## src/rtl/pwmx_pkg.sv

```systemverilog
package pwmx_pkg;
  typedef enum logic [1:0] {
    MODE_OFF  = 2'd0,
    MODE_PAIR = 2'd1,
    MODE_PATT = 2'd2,
    MODE_FAN  = 2'd3
  } pwmx_mode_e;

  localparam int          AW       = 3;
  localparam logic [AW-1:0] A_MODE  = 3'd0;
  localparam logic [AW-1:0] A_OUTEN = 3'd1;
  localparam logic [AW-1:0] A_DTLS  = 3'd2;
  localparam logic [AW-1:0] A_DTHS  = 3'd3;
  localparam logic [AW-1:0] A_PATT  = 3'd4;
  localparam logic [AW-1:0] A_FMASK = 3'd5;
  localparam logic [AW-1:0] A_FCLR  = 3'd6;
endpackage

```

## src/rtl/pwmx_regs.sv

```systemverilog
module pwmx_regs
  import pwmx_pkg::*;
#(
  parameter int NCH  = 4,
  parameter int DTW  = 8,
  parameter int NFLT = 4,
  parameter int DW   = 8,
  localparam int NPIN = 2 * NCH
) (
  input  logic            clk,
  input  logic            rst,
  input  logic            wr_en,
  input  logic [AW-1:0]   wr_addr,
  input  logic [DW-1:0]   wr_data,
  input  logic            upd,
  output pwmx_mode_e      mode,
  output logic [NPIN-1:0] outen,
  output logic [DTW-1:0]  dt_ls,
  output logic [DTW-1:0]  dt_hs,
  output logic [NPIN-1:0] patt,
  output logic [NFLT-1:0] fmask,
  output logic            fclr
);
  logic [DTW-1:0]  dt_ls_sh, dt_hs_sh;
  logic [NPIN-1:0] patt_sh;

  always_ff @(posedge clk) begin
    if (rst) begin
      mode     <= MODE_OFF;
      outen    <= '0;
      dt_ls_sh <= '0;
      dt_hs_sh <= '0;
      patt_sh  <= '0;
      fmask    <= '0;
    end else if (wr_en) begin
      case (wr_addr)
        A_MODE:  mode     <= pwmx_mode_e'(wr_data[1:0]);
        A_OUTEN: outen    <= wr_data[NPIN-1:0];
        A_DTLS:  dt_ls_sh <= wr_data[DTW-1:0];
        A_DTHS:  dt_hs_sh <= wr_data[DTW-1:0];
        A_PATT:  patt_sh  <= wr_data[NPIN-1:0];
        A_FMASK: fmask    <= wr_data[NFLT-1:0];
        default: ;
      endcase
    end
  end

  always_ff @(posedge clk) begin
    if (rst) begin
      dt_ls <= '0;
      dt_hs <= '0;
      patt  <= '0;
    end else if (upd) begin
      dt_ls <= dt_ls_sh;
      dt_hs <= dt_hs_sh;
      patt  <= patt_sh;
    end
  end

  assign fclr = wr_en && (wr_addr == A_FCLR);

  // active dead times move only on the update strobe
  a_r4_dt_held: assert property (@(posedge clk) disable iff (rst)
    !upd |=> ($stable(dt_ls) && $stable(dt_hs)));
endmodule

```

## src/rtl/pwmx_dti.sv

```systemverilog
module pwmx_dti #(
  parameter int DTW = 8
) (
  input  logic           clk,
  input  logic           rst,
  input  logic           wave_i,
  input  logic [DTW-1:0] dt_ls,
  input  logic [DTW-1:0] dt_hs,
  output logic           ls_o,
  output logic           hs_o
);
  logic           wave_q;
  logic [DTW-1:0] age, age_n;

  // cycles the waveform has held its level, saturating
  always_comb begin
    if (wave_i != wave_q)     age_n = '0;
    else if (age == {DTW{1'b1}}) age_n = age;
    else                      age_n = age + 1'b1;
  end

  always_ff @(posedge clk) begin
    if (rst) begin
      wave_q <= 1'b0;
      age    <= '0;
      ls_o   <= 1'b0;
      hs_o   <= 1'b0;
    end else begin
      wave_q <= wave_i;
      age    <= age_n;
      ls_o   <= wave_i && (age_n >= dt_ls);
      hs_o   <= !wave_i && (age_n >= dt_hs);
    end
  end

  // sides never overlap
  a_r11_no_overlap: assert property (@(posedge clk) disable iff (rst)
    !(ls_o && hs_o));
  // low side only follows a high waveform
  a_r2_ls_follows_wave: assert property (@(posedge clk) disable iff (rst)
    $rose(ls_o) |-> $past(wave_i));
  // high side only follows a low waveform
  a_r3_hs_follows_wave: assert property (@(posedge clk) disable iff (rst)
    $rose(hs_o) |-> !$past(wave_i));
endmodule

```

## src/rtl/pwmx_fault.sv

```systemverilog
module pwmx_fault #(
  parameter int NFLT = 4
) (
  input  logic            clk,
  input  logic            rst,
  input  logic [NFLT-1:0] fault_i,
  input  logic [NFLT-1:0] fmask,
  input  logic            fclr,
  output logic            fault_any
);
  logic active, latched;

  assign active = |(fault_i & fmask);

  always_ff @(posedge clk) begin
    if (rst)         latched <= 1'b0;
    else if (active) latched <= 1'b1;
    else if (fclr)   latched <= 1'b0;
  end

  assign fault_any = latched | active;

  // a clear during an active fault leaves the latch set
  a_r7_clear_blocked: assert property (@(posedge clk) disable iff (rst)
    (fclr && active) |=> latched);
  // without a clear the latch never drops
  a_r7_latch_holds: assert property (@(posedge clk) disable iff (rst)
    (latched && !fclr) |=> latched);
endmodule

```

## src/rtl/pwmx_dtfault.sv

```systemverilog
module pwmx_dtfault
  import pwmx_pkg::*;
#(
  parameter int NCH  = 4,
  parameter int DTW  = 8,
  parameter int NFLT = 4,
  parameter int DW   = 8,
  localparam int NPIN = 2 * NCH
) (
  input  logic            clk,
  input  logic            rst,
  input  logic [NCH-1:0]  wave_i,
  input  logic            upd_i,
  input  logic [NFLT-1:0] fault_i,
  input  logic            wr_en_i,
  input  logic [AW-1:0]   wr_addr_i,
  input  logic [DW-1:0]   wr_data_i,
  output logic [NPIN-1:0] pin_o,
  output logic [NPIN-1:0] pin_oe_o
);
  pwmx_mode_e      mode;
  logic [NPIN-1:0] outen, patt, pin_d, oe_d;
  logic [DTW-1:0]  dt_ls, dt_hs;
  logic [NFLT-1:0] fmask;
  logic            fclr, fault_any;
  logic [NCH-1:0]  ls, hs;

  pwmx_regs #(.NCH(NCH), .DTW(DTW), .NFLT(NFLT), .DW(DW)) u_regs (
    .clk(clk), .rst(rst), .wr_en(wr_en_i), .wr_addr(wr_addr_i),
    .wr_data(wr_data_i), .upd(upd_i), .mode(mode), .outen(outen),
    .dt_ls(dt_ls), .dt_hs(dt_hs), .patt(patt), .fmask(fmask), .fclr(fclr)
  );

  pwmx_fault #(.NFLT(NFLT)) u_fault (
    .clk(clk), .rst(rst), .fault_i(fault_i), .fmask(fmask),
    .fclr(fclr), .fault_any(fault_any)
  );

  for (genvar g = 0; g < NCH; g++) begin : g_dti
    pwmx_dti #(.DTW(DTW)) u_dti (
      .clk(clk), .rst(rst), .wave_i(wave_i[g]), .dt_ls(dt_ls),
      .dt_hs(dt_hs), .ls_o(ls[g]), .hs_o(hs[g])
    );
  end

  always_comb begin
    pin_d = '0;
    oe_d  = '0;
    case (mode)
      MODE_PAIR: begin
        oe_d = outen;
        for (int k = 0; k < NCH; k++) begin
          pin_d[2*k]   = ls[k];
          pin_d[2*k+1] = hs[k];
        end
      end
      MODE_PATT: begin
        oe_d = patt;
        for (int i = 0; i < NPIN; i++) pin_d[i] = patt[i] & wave_i[i/2];
      end
      MODE_FAN: begin
        oe_d = outen;
        for (int k = 0; k < NCH; k++) begin
          pin_d[2*k]   = ls[0];
          pin_d[2*k+1] = hs[0];
        end
      end
      default: ;
    endcase
    if (fault_any) pin_d = '0;
  end

  always_ff @(posedge clk) begin
    if (rst) begin
      pin_o    <= '0;
      pin_oe_o <= '0;
    end else begin
      pin_o    <= pin_d;
      pin_oe_o <= oe_d;
    end
  end

  // a fault seen at an edge leaves every pin at 0 after the next one
  a_r6_fault_zero: assert property (@(posedge clk) disable iff (rst)
    fault_any |=> (pin_o == '0));
  // off mode releases every pin
  a_r10_off_release: assert property (@(posedge clk) disable iff (rst)
    (mode == MODE_OFF) |=> (pin_oe_o == '0));
  // pattern mode enables follow the active pattern
  a_r8_patt_oe: assert property (@(posedge clk) disable iff (rst)
    (mode == MODE_PATT) |=> (pin_oe_o == $past(patt)));
endmodule

```

## config.mk

```make
export PLATFORM = sky130hd
export DESIGN_NAME = pwmx_dtfault
export DESIGN_NICKNAME = d
export VERILOG_FILES = /design/src/rtl/pwmx_pkg.sv /design/src/rtl/pwmx_regs.sv /design/src/rtl/pwmx_dti.sv /design/src/rtl/pwmx_fault.sv /design/src/rtl/pwmx_dtfault.sv
export SDC_FILE = /design/constraint.sdc
export NUM_CORES = 1
export LEC_CHECK = 0
export BUFFER_PORTS_ARGS = -buffer_cell sky130_fd_sc_hd__buf_2
export CAP_MARGIN = 10
export CORE_ASPECT_RATIO = 1.2
export CORE_MARGIN = 2
export CORE_UTILIZATION = 60
export CTS_CLUSTER_DIAMETER = 150
export DETAILED_ROUTE_END_ITERATION = 8
export HOLD_SLACK_MARGIN = 0.05
export PLACE_DENSITY = 0.8
export SLEW_MARGIN = 20
export SYNTH_ARGS = -nofsm -noshare
export SYNTH_HDL_FRONTEND = slang
export SYNTH_SLANG_ARGS = --single-unit
```

## constraint.sdc

```tcl
create_clock -name clk -period 5.5 [get_ports clk]
set_input_delay 1.375 -clock clk [delete_from_list [all_inputs] [get_ports clk]]
set_output_delay 1.375 -clock clk [all_outputs]
set_load 0.01 [all_outputs]
```

* Word-level counts from Yosys, hierarchy flattened
Cells that the tools add are included.
W data, S select, Z words.
** Word-level totals
- Input port bits :: 23
- Bits in read-only memories :: 0
- Bits in writable memories :: 0
- Word-level logic and storage cells :: 103
- Output and inout bits :: 16
- Latch bits :: 0
- Memories kept :: 0
- Bits in registers :: 123
** Cells by class
- Order comparisons :: 8
- Mux-type cells :: 12
- Equality and inequality tests :: 17
- Add/subtract/negate cells :: 4
- Multipliers :: 0
- Reduce and logical (&&, ||, !) cells :: 24
- Shifts and indexed selects :: 0
- Bitwise operators :: 10
- Divide/modulo/power cells :: 0
** Operators by type and width (count)
- $ge A8 B8 Y1 :: 8
- $mux W8 :: 8
- $add A8 B1 Y8 const B :: 4
- $eq A8 B8 Y1 const B :: 4
- $pmux W8 S3 :: 1
- $pmux W8 S2 :: 1
- $reduce_and A2 Y1 :: 6
- $eq A3 B3 Y1 const B :: 3
- $logic_and A1 B1 Y1 :: 9
- $and A1 B1 Y1 :: 8
- $eq A3 B2 Y1 const B :: 2
- $and A4 B4 Y4 :: 1
- $eq A2 B2 Y1 const B :: 2
- $logic_not A1 Y1 :: 4
- $ne A1 B1 Y1 :: 4
- $reduce_or A2 Y1 :: 2
- $reduce_or A4 Y1 :: 1
- $eq A3 B1 Y1 const B :: 1
- $logic_not A3 Y1 :: 1
- $eq A2 B1 Y1 const B :: 1
- $mux W1 :: 2
- $reduce_bool A2 Y1 :: 1
- $or A1 B1 Y1 :: 1

* Longest topological paths before layout
Gate-level depths: netlist of run 1.
- Depth in word-level cells :: 5
- Gate-level depth with buffers :: 11
- Gate-level depth less buffers :: 11

* Cells and area by module
A second synthesis of run 1 with hierarchy kept.
** Second synthesis, totals
- Cells, all modules :: 733
- Area total of the unflattened synthesis :: 6695.2 um^2
** By module, submodules not included
- pwmx_dti :: instances 4, area each 889.6 um^2, cells each 110
- pwmx_regs :: instances 1, area each 2414.8 um^2, cells each 220
- pwmx_dtfault :: instances 1, area each 656.9 um^2, cells each 67
- pwmx_fault :: instances 1, area each 65.1 um^2, cells each 6

* Worst setup path after synthesis of run 1
Ideal clock, no wire load.
- Kind :: input -> register
- From :: input port wave_i[3]
- To :: register g_dti[3].u_dti.hs_o
- Data arrival time :: 3154 ps
- Required time :: 5408 ps
- Path buffers :: 2
- Stages :: 10
- Setup slack :: 2254 ps
- Cell sequence :: clkbuf_1 -> xor2_1 -> clkbuf_1 -> nor2_1 -> ha_1 -> nand2_1 -> o21ai_0 -> a31oi_1 -> maj3_1 -> o32ai_1
** On the way
- Cells in the longest elaborated chain, start to end :: 4
- Elaborated cells between the ends (all ways) :: 5
- Classes of those cells :: order compare (1); eq/ne (1); mux (1); reduce/logical (2)
** RTL lines
- start, declared :: line pwmx_dtfault.sv:12 : input logic [NCH-1:0] wave_i,
- $ne A1 B1 Y1 :: line pwmx_dti.sv:17 : if (wave_i != wave_q) age_n = '0;
- $mux W8 :: line pwmx_dti.sv:17
- net g_dti[3].u_dti.age_n[2] :: line pwmx_dti.sv:13 : logic [DTW-1:0] age, age_n;
- $ge A8 B8 Y1 :: line pwmx_dti.sv:32 : hs_o <= !wave_i && (age_n >= dt_hs);
- $logic_and A1 B1 Y1 :: line pwmx_dti.sv:32
- end signal, assigned :: line pwmx_dti.sv:32
- end, declared :: line pwmx_dti.sv:10 : output logic hs_o
The timed path passes the listed nets, and every way through them passes these cells.
A chain may end at the register's enable or synchronous reset.

* Final worst setup path of run 1
- From :: input port wave_i[2]
- To :: register g_dti[2].u_dti.hs_o
** On the way
- Cells in the longest elaborated chain, start to end :: 4
- Elaborated cells between the ends (all ways) :: 5
- Classes of those cells :: order compare (1); eq/ne (1); mux (1); reduce/logical (2)
** RTL lines (line)
- $ne A1 B1 Y1 :: pwmx_dti.sv:17
- $mux W8 :: pwmx_dti.sv:17
- net g_dti[2].u_dti.age_n[3] :: pwmx_dti.sv:13
- $ge A8 B8 Y1 :: pwmx_dti.sv:32
- $logic_and A1 B1 Y1 :: pwmx_dti.sv:32
- end signal, assigned :: pwmx_dti.sv:32
- end, declared :: pwmx_dti.sv:10
The timed path passes the listed nets, and every way through them passes these cells.

==> results of run 1 <==
path summary, 6_finish.rpt:
kind / from / endpoint
max: wave_i[2] / g_dti[2].u_dti.hs_o
min: u_regs.dt_ls_sh[1] / u_regs.dt_ls_sh[1]
max reg2reg: g_dti[1].u_dti.age[0] / g_dti[1].u_dti.ls_o
min reg2reg: u_regs.dt_ls_sh[1] / u_regs.dt_ls_sh[1]
per-stage QoR:
step,instances,instance area (µm²)
global placement,837,6460
CTS,869,7100
global route,869,7100
detailed placement,837,6460
floorplan,700,6210
finish,869,7100
cell type report:
cell class,instances,area (µm²)
clock buffer,22,474
multi-input combinational,522,3540
timing repair buffer,39,200
clock inverter,10,164
sequential,123,2460
inverter,27,101
fill,749,2960
tap,126,158
worst min-delay path, cell delays in order (launching register included):
cell     delay [ps]
dfxtp_1         300
nand2_1          50
a21oi_1          50
where the power goes:
part | internal [W] | switching, W | leakage (nW)
clock | 0.000794 | 0.000396 | 0.310
combinational | 0.0000550 | 0.0000875 | 1.69
sequential | 0.000911 | 0.0000145 | 0.997
total | 0.00176 | 0.000498 | 2.99
kinds of logic (layout without fill, tap and decap cells):
family	count (synthesis)	count (layout)	share of synthesized area, %
xor+xnor	15	15	2.12
compound gates	121	121	12.8
mux	53	53	8.56
flops	123	123	39.6
buf+inv	55	98	3.38
simple gates	267	267	20.3
fa+ha+maj	66	66	13.2
cell usage in the layout (no fill, tap or decap), types with 5 or more instances in the layout:
cell,netlist,routed
dfxtp_1,123,123
nor2_1,112,112
ha_1,64,64
nand2_1,54,54
mux2i_1,52,52
buf_2,3,37
a21oi_1,36,36
inv_1,27,27
o21ai_0,25,25
nand3_1,21,21
nor3_1,17,17
clkbuf_16,0,17
nand2b_1,14,14
a21o_1,13,13
nor2b_1,11,11
xor2_1,9,9
a211oi_1,8,8
a31oi_1,7,7
a32oi_1,7,7
xnor2_1,6,6
and3_1,6,6
nor3b_1,6,6
nor4_1,5,5
per-layer routing:
layer | share of wire [%] | GRT usage, % | vias to the layer above
met5 | 0 | 0 | -
met4 | 3.1 | 12.2 | 0
met3 | 4.9 | 6.76 | 45
met2 | 51 | 50.3 | 165
met1 | 41 | 31.3 | 2452
li1 | - | - | 2542
registers in the layout, indices dropped and copies added, names as in the netlist, 8 cells and up:
signal,cells
u_regs.outen,8
u_regs.dt_hs_sh,8
u_regs.patt_sh,8
g_dti.u_dti.age,32
pin_o,8
pin_oe_o,8
u_regs.dt_ls,8
u_regs.dt_hs,8
u_regs.patt,8
u_regs.dt_ls_sh,8
==> flow_metrics.tcl, run 1 <==
set metrics [dict create \
    hold_depth 2 \
    post_cts_buffers 0 \
    setup_tns_ps 0 \
    grt_pass1_wl_um 24800 \
    grt_max_degree 106 \
    worst_pin_slew_ps 1080 \
    slowest_delay_ps 720 \
    drtPass1Iterations 5 \
    ys_seq_elements 123 \
    cp.required_ps 5810 \
    synth-edff-count 0 \
    yosys-top-cells-count "123 x dfxtp_1, 112 x nor2_1, 64 x ha_1" \
    cellPowerDensity_nw_per_um2 318 \
    avgSynthCellArea_um2 8.87 \
    synthDistinctLibCells 56 \
    root_buffer "clkbuf_16" \
    cts_resized 0 \
    ant_nets 0 \
    netlist_area_um2 6210 \
    pre_cts_ws_ps 1850 \
    yosysWarningCount 0 \
    drv_cap 0 \
    setup_viol 0 \
    path_delay_family "XOR/XNOR gates" \
    fp.dieArea_um2 11200 \
    hp-class "register to register" \
    syn_to_final_growth_pct 14.3 \
    start_kind "input pin" \
    grt_util_all_layers_pct 27.8 \
    hpwl_um 10600 \
    grt-ovfl-total 0 \
    port_buffers 38 \
    hold_viol_final 0 \
    antenna_found_initial 0 \
    gp_congestion 0.844 \
    clkTransAtPathRegs_ps 60 \
    clock_path_buffers 2 \
    cts_buffers 17 \
    rows 40 \
    end_kind "register" \
    timing_worst_setup_path_type "input pin to register" \
    fin_crit_ps 3270 \
    synthTopCellsByArea "dfxtp_1 40%, ha_1 13%, mux2i_1 8.4%, nor2_1 6.8%, nand2_1 3.3%" \
    avgViaCountPerCell 5.99 \
    finalPower_w 0.00226 \
    core_area_um2 10100 \
    yosysSeqAreaShare_pct 39.6 \
    holdWs_ps 455 \
    power_leakage_nw 2.99 \
    drv_slew 0 \
    max_freq_mhz 306 \
    r2r_setup_slack_ps 2750 \
    peakVddDrop_mv 0.320 \
    cp.buffers_inverters 1 \
    via_count 5204 \
    final_nets 817 \
    crit_fanout 15 \
    relSlewSlack_pct 28.1 \
    drc 0 \
    wl_per_cell_um 17.3 \
    synth_top_area_cell "dfxtp_1" \
    utilization_pct 70.6 \
    clock_latency_ps 420 \
    synth_ff_type "dfxtp_1" \
    wl_um 15100 \
    cts_tree "done" \
    synthMostInstantiatedCell "dfxtp_1" \
    slowest_stage "xor2_1" \
    synth_nets 787 \
    syn_inst 700 \
    layout_setup_ws_ps 2230 \
    die_w_um 96.9 \
    critPathArrivalTime_ps 3570 \
    rsz0062_at_grt "no" \
    cts_max_level 4 \
    pin_count 39 \
    drt_iter0_markers 242 \
    period_share_pct 59.4 \
    status "completed" \
    cts.sinks 123 \
    antennaDiodeCount 0 \
    die_y_um 115 \
    synth_top_area_share_pct 39.6 \
    initial_core_util_pct 61.7 \
    finalClockSkew_ps 5.94 \
    drive_above_1_share_pct 11.0 \
    grt_pass1_vias 5139 \
    r2r_cells 11 \
    async_reset_ff_share_pct 0 \
    path_cells "buf_2 -> xor2_1 -> nor2_1 -> ha_1 -> nand2_1 -> o311a_1 -> a2111oi_2" \
    hold_buffers 0 \
    path_depth 7 \
]
Note: power is estimated with default switching activity, not from simulation.
==> run 2: changes to the inputs <==
- clock period: 5.5 -> 3.3 ns (I/O delays scaled with it)
==> flow_metrics.tcl, run 2 (same netlist as run 1, synthesis figures left out) <==
set metrics [dict create \
    via_count 5216 \
    clkTransAtPathRegs_ps 60 \
    cpMostUsedCell "ha_1" \
    hpwl_um 10700 \
    utilization_pct 70.1 \
    cts_tree "done" \
    pin_count 39 \
    drv_slew 0 \
    initial_core_util_pct 61.7 \
    pre_cts_ws_ps 416 \
    antenna_found_initial 0 \
    grt-ovfl-total 0 \
    clock_latency_ps 420 \
    grt_pass1_vias 5289 \
    path_delay_family "adder cells" \
    post_cts_buffers 0 \
    hold_viol_final 0 \
    avgViaCountPerCell 5.96 \
    worst_pin_slew_ps 768 \
    cts.sinks 123 \
    setup_tns_ps 0 \
    drtPass1Iterations 4 \
    max_freq_mhz 374 \
    cts_resized 0 \
    drv_cap 0 \
    syn_to_final_growth_pct 13.5 \
    drc 0 \
    hold_buffers 0 \
    cts_buffers 17 \
    cp.buffers_inverters 0 \
    final_nets 824 \
    drive_above_1_share_pct 12.0 \
    wl_um 15000 \
    r2r_setup_slack_ps 630 \
    critPathArrivalTime_ps 3020 \
    grt_pass1_wl_um 25100 \
    largest_register_ffs 32 \
    cp.required_ps 3640 \
    finalClockSkew_ps 5.04 \
    crit_fanout 5 \
    antennaDiodeCount 0 \
    finalPower_w 0.00346 \
    dp.cells 844 \
    port_buffers 38 \
    setup_viol 0 \
    grt_max_degree 50 \
    cp-endpoint "g_dti[3].u_dti.ls_o" \
    timing_worst_setup_path_type "register to register" \
    mostFrequentLayoutCell "dfxtp_1" \
    layout_setup_ws_ps 628 \
    rows 40 \
    path_cells "ha_1 -> nand3_1 -> nor2_4 -> mux2i_1 -> nor2_1 -> ha_1 -> nand2_1 -> o21ai_0 -> a31oi_1 -> maj3_1 -> o21ai_1" \
    drt_iter0_markers 214 \
    relSlewSlack_pct 48.8 \
    fp.dieArea_um2 11200 \
    die_y_um 115 \
    wl_per_cell_um 17.1 \
    reg2reg_from "g_dti[3].u_dti.age[0]" \
    r2r_cells 11 \
    rsz0062_at_grt "no" \
    hp-class "register to register" \
    clock_path_buffers 2 \
    die_w_um 96.9 \
    ant_nets 0 \
    gp_congestion 0.839 \
    root_buffer "clkbuf_16" \
    status "completed" \
    slowest_delay_ps 390 \
    r2r_end "g_dti[3].u_dti.ls_o" \
    cts_max_level 4 \
    regMostFlops "g_dti.u_dti.age" \
    seqCellArea_um2 2460 \
    fin_crit_ps 2670 \
    fillers 780 \
    cellPowerDensity_nw_per_um2 490 \
    grt_util_all_layers_pct 28.0 \
    multiInputGateArea_um2 3540 \
    end_kind "register" \
    power_leakage_nw 2.97 \
    period_share_pct 81.0 \
    start_kind "register" \
    path_depth 11 \
    instances_no_fill 875 \
    crit_start "g_dti[3].u_dti.age[0]" \
    peakVddDrop_mv 0.371 \
    layout_common_cells "123 x dfxtp_1, 112 x nor2_1, 64 x ha_1, 54 x nand2_1, 52 x mux2i_1" \
    slowest_stage "dfxtp_1" \
    core_area_um2 10100 \
]
run 2: tightest hold or removal path, cell delays in order (launching register included):
cell and delay [ps]:
dfxtp_1 300, nand2_1 50, a21oi_1 50
run 2: how the worst min path moves through the flow:
stage                        from            endpoint  slack (ps)  depth (start not counted)
6_report       u_regs.dt_hs_sh[0]  u_regs.dt_hs_sh[0]         460                          2
5_1_grt        u_regs.dt_ls_sh[0]  u_regs.dt_ls_sh[0]         480                          2
4_1_cts        u_regs.dt_hs_sh[6]  u_regs.dt_hs_sh[6]         460                          2
3_5_place_dp   u_regs.dt_hs_sh[6]  u_regs.dt_hs_sh[6]         450                          2
3_3_place_gp   u_regs.dt_hs_sh[3]  u_regs.dt_hs_sh[3]         440                          2
2_1_floorplan  u_regs.dt_hs_sh[0]  u_regs.dt_hs_sh[0]         440                          2
run 2: power by group:
part / total, W / switching (W) / leakage, nW / internal (W)
clock network: 0.00166 / 0.000689 / 0.251 / 0.000976
registers: 0.00154 / 0.0000227 / 0.997 / 0.00152
logic: 0.000250 / 0.000151 / 1.72 / 0.0000997
total: 0.00346 / 0.000862 / 2.97 / 0.00259
run 2: per-layer routing:
layer | vias to the layer above | wire length, µm | track usage, % | share of wire (%)
met1 | 2480 | 6320 | 31.8 | 42
met5 | - | 0 | 0 | 0
met4 | 0 | 456 | 13.3 | 3.0
met2 | 152 | 7490 | 50.2 | 50
li1 | 2544 | - | - | -
met3 | 40 | 727 | 6.57 | 4.8
run 2: through the flow:
step / area, µm² / hold slack, ps
after global routing: 7050 / 478
after floorplan: 6210 / 436
final: 7050 / 456
after CTS: 7050 / 458
after global placement: 6510 / 444
after detailed placement: 6510 / 451
run 2: cell type report:
cell class                 count  share of cell area [%]
multi-input combinational    522                    50.2
sequential                   123                    34.9
clock buffer                  18                    6.23
timing repair buffer          46                    3.59
tap                          126                    2.24
inverter                      27                    1.44
clock inverter                13                    1.37
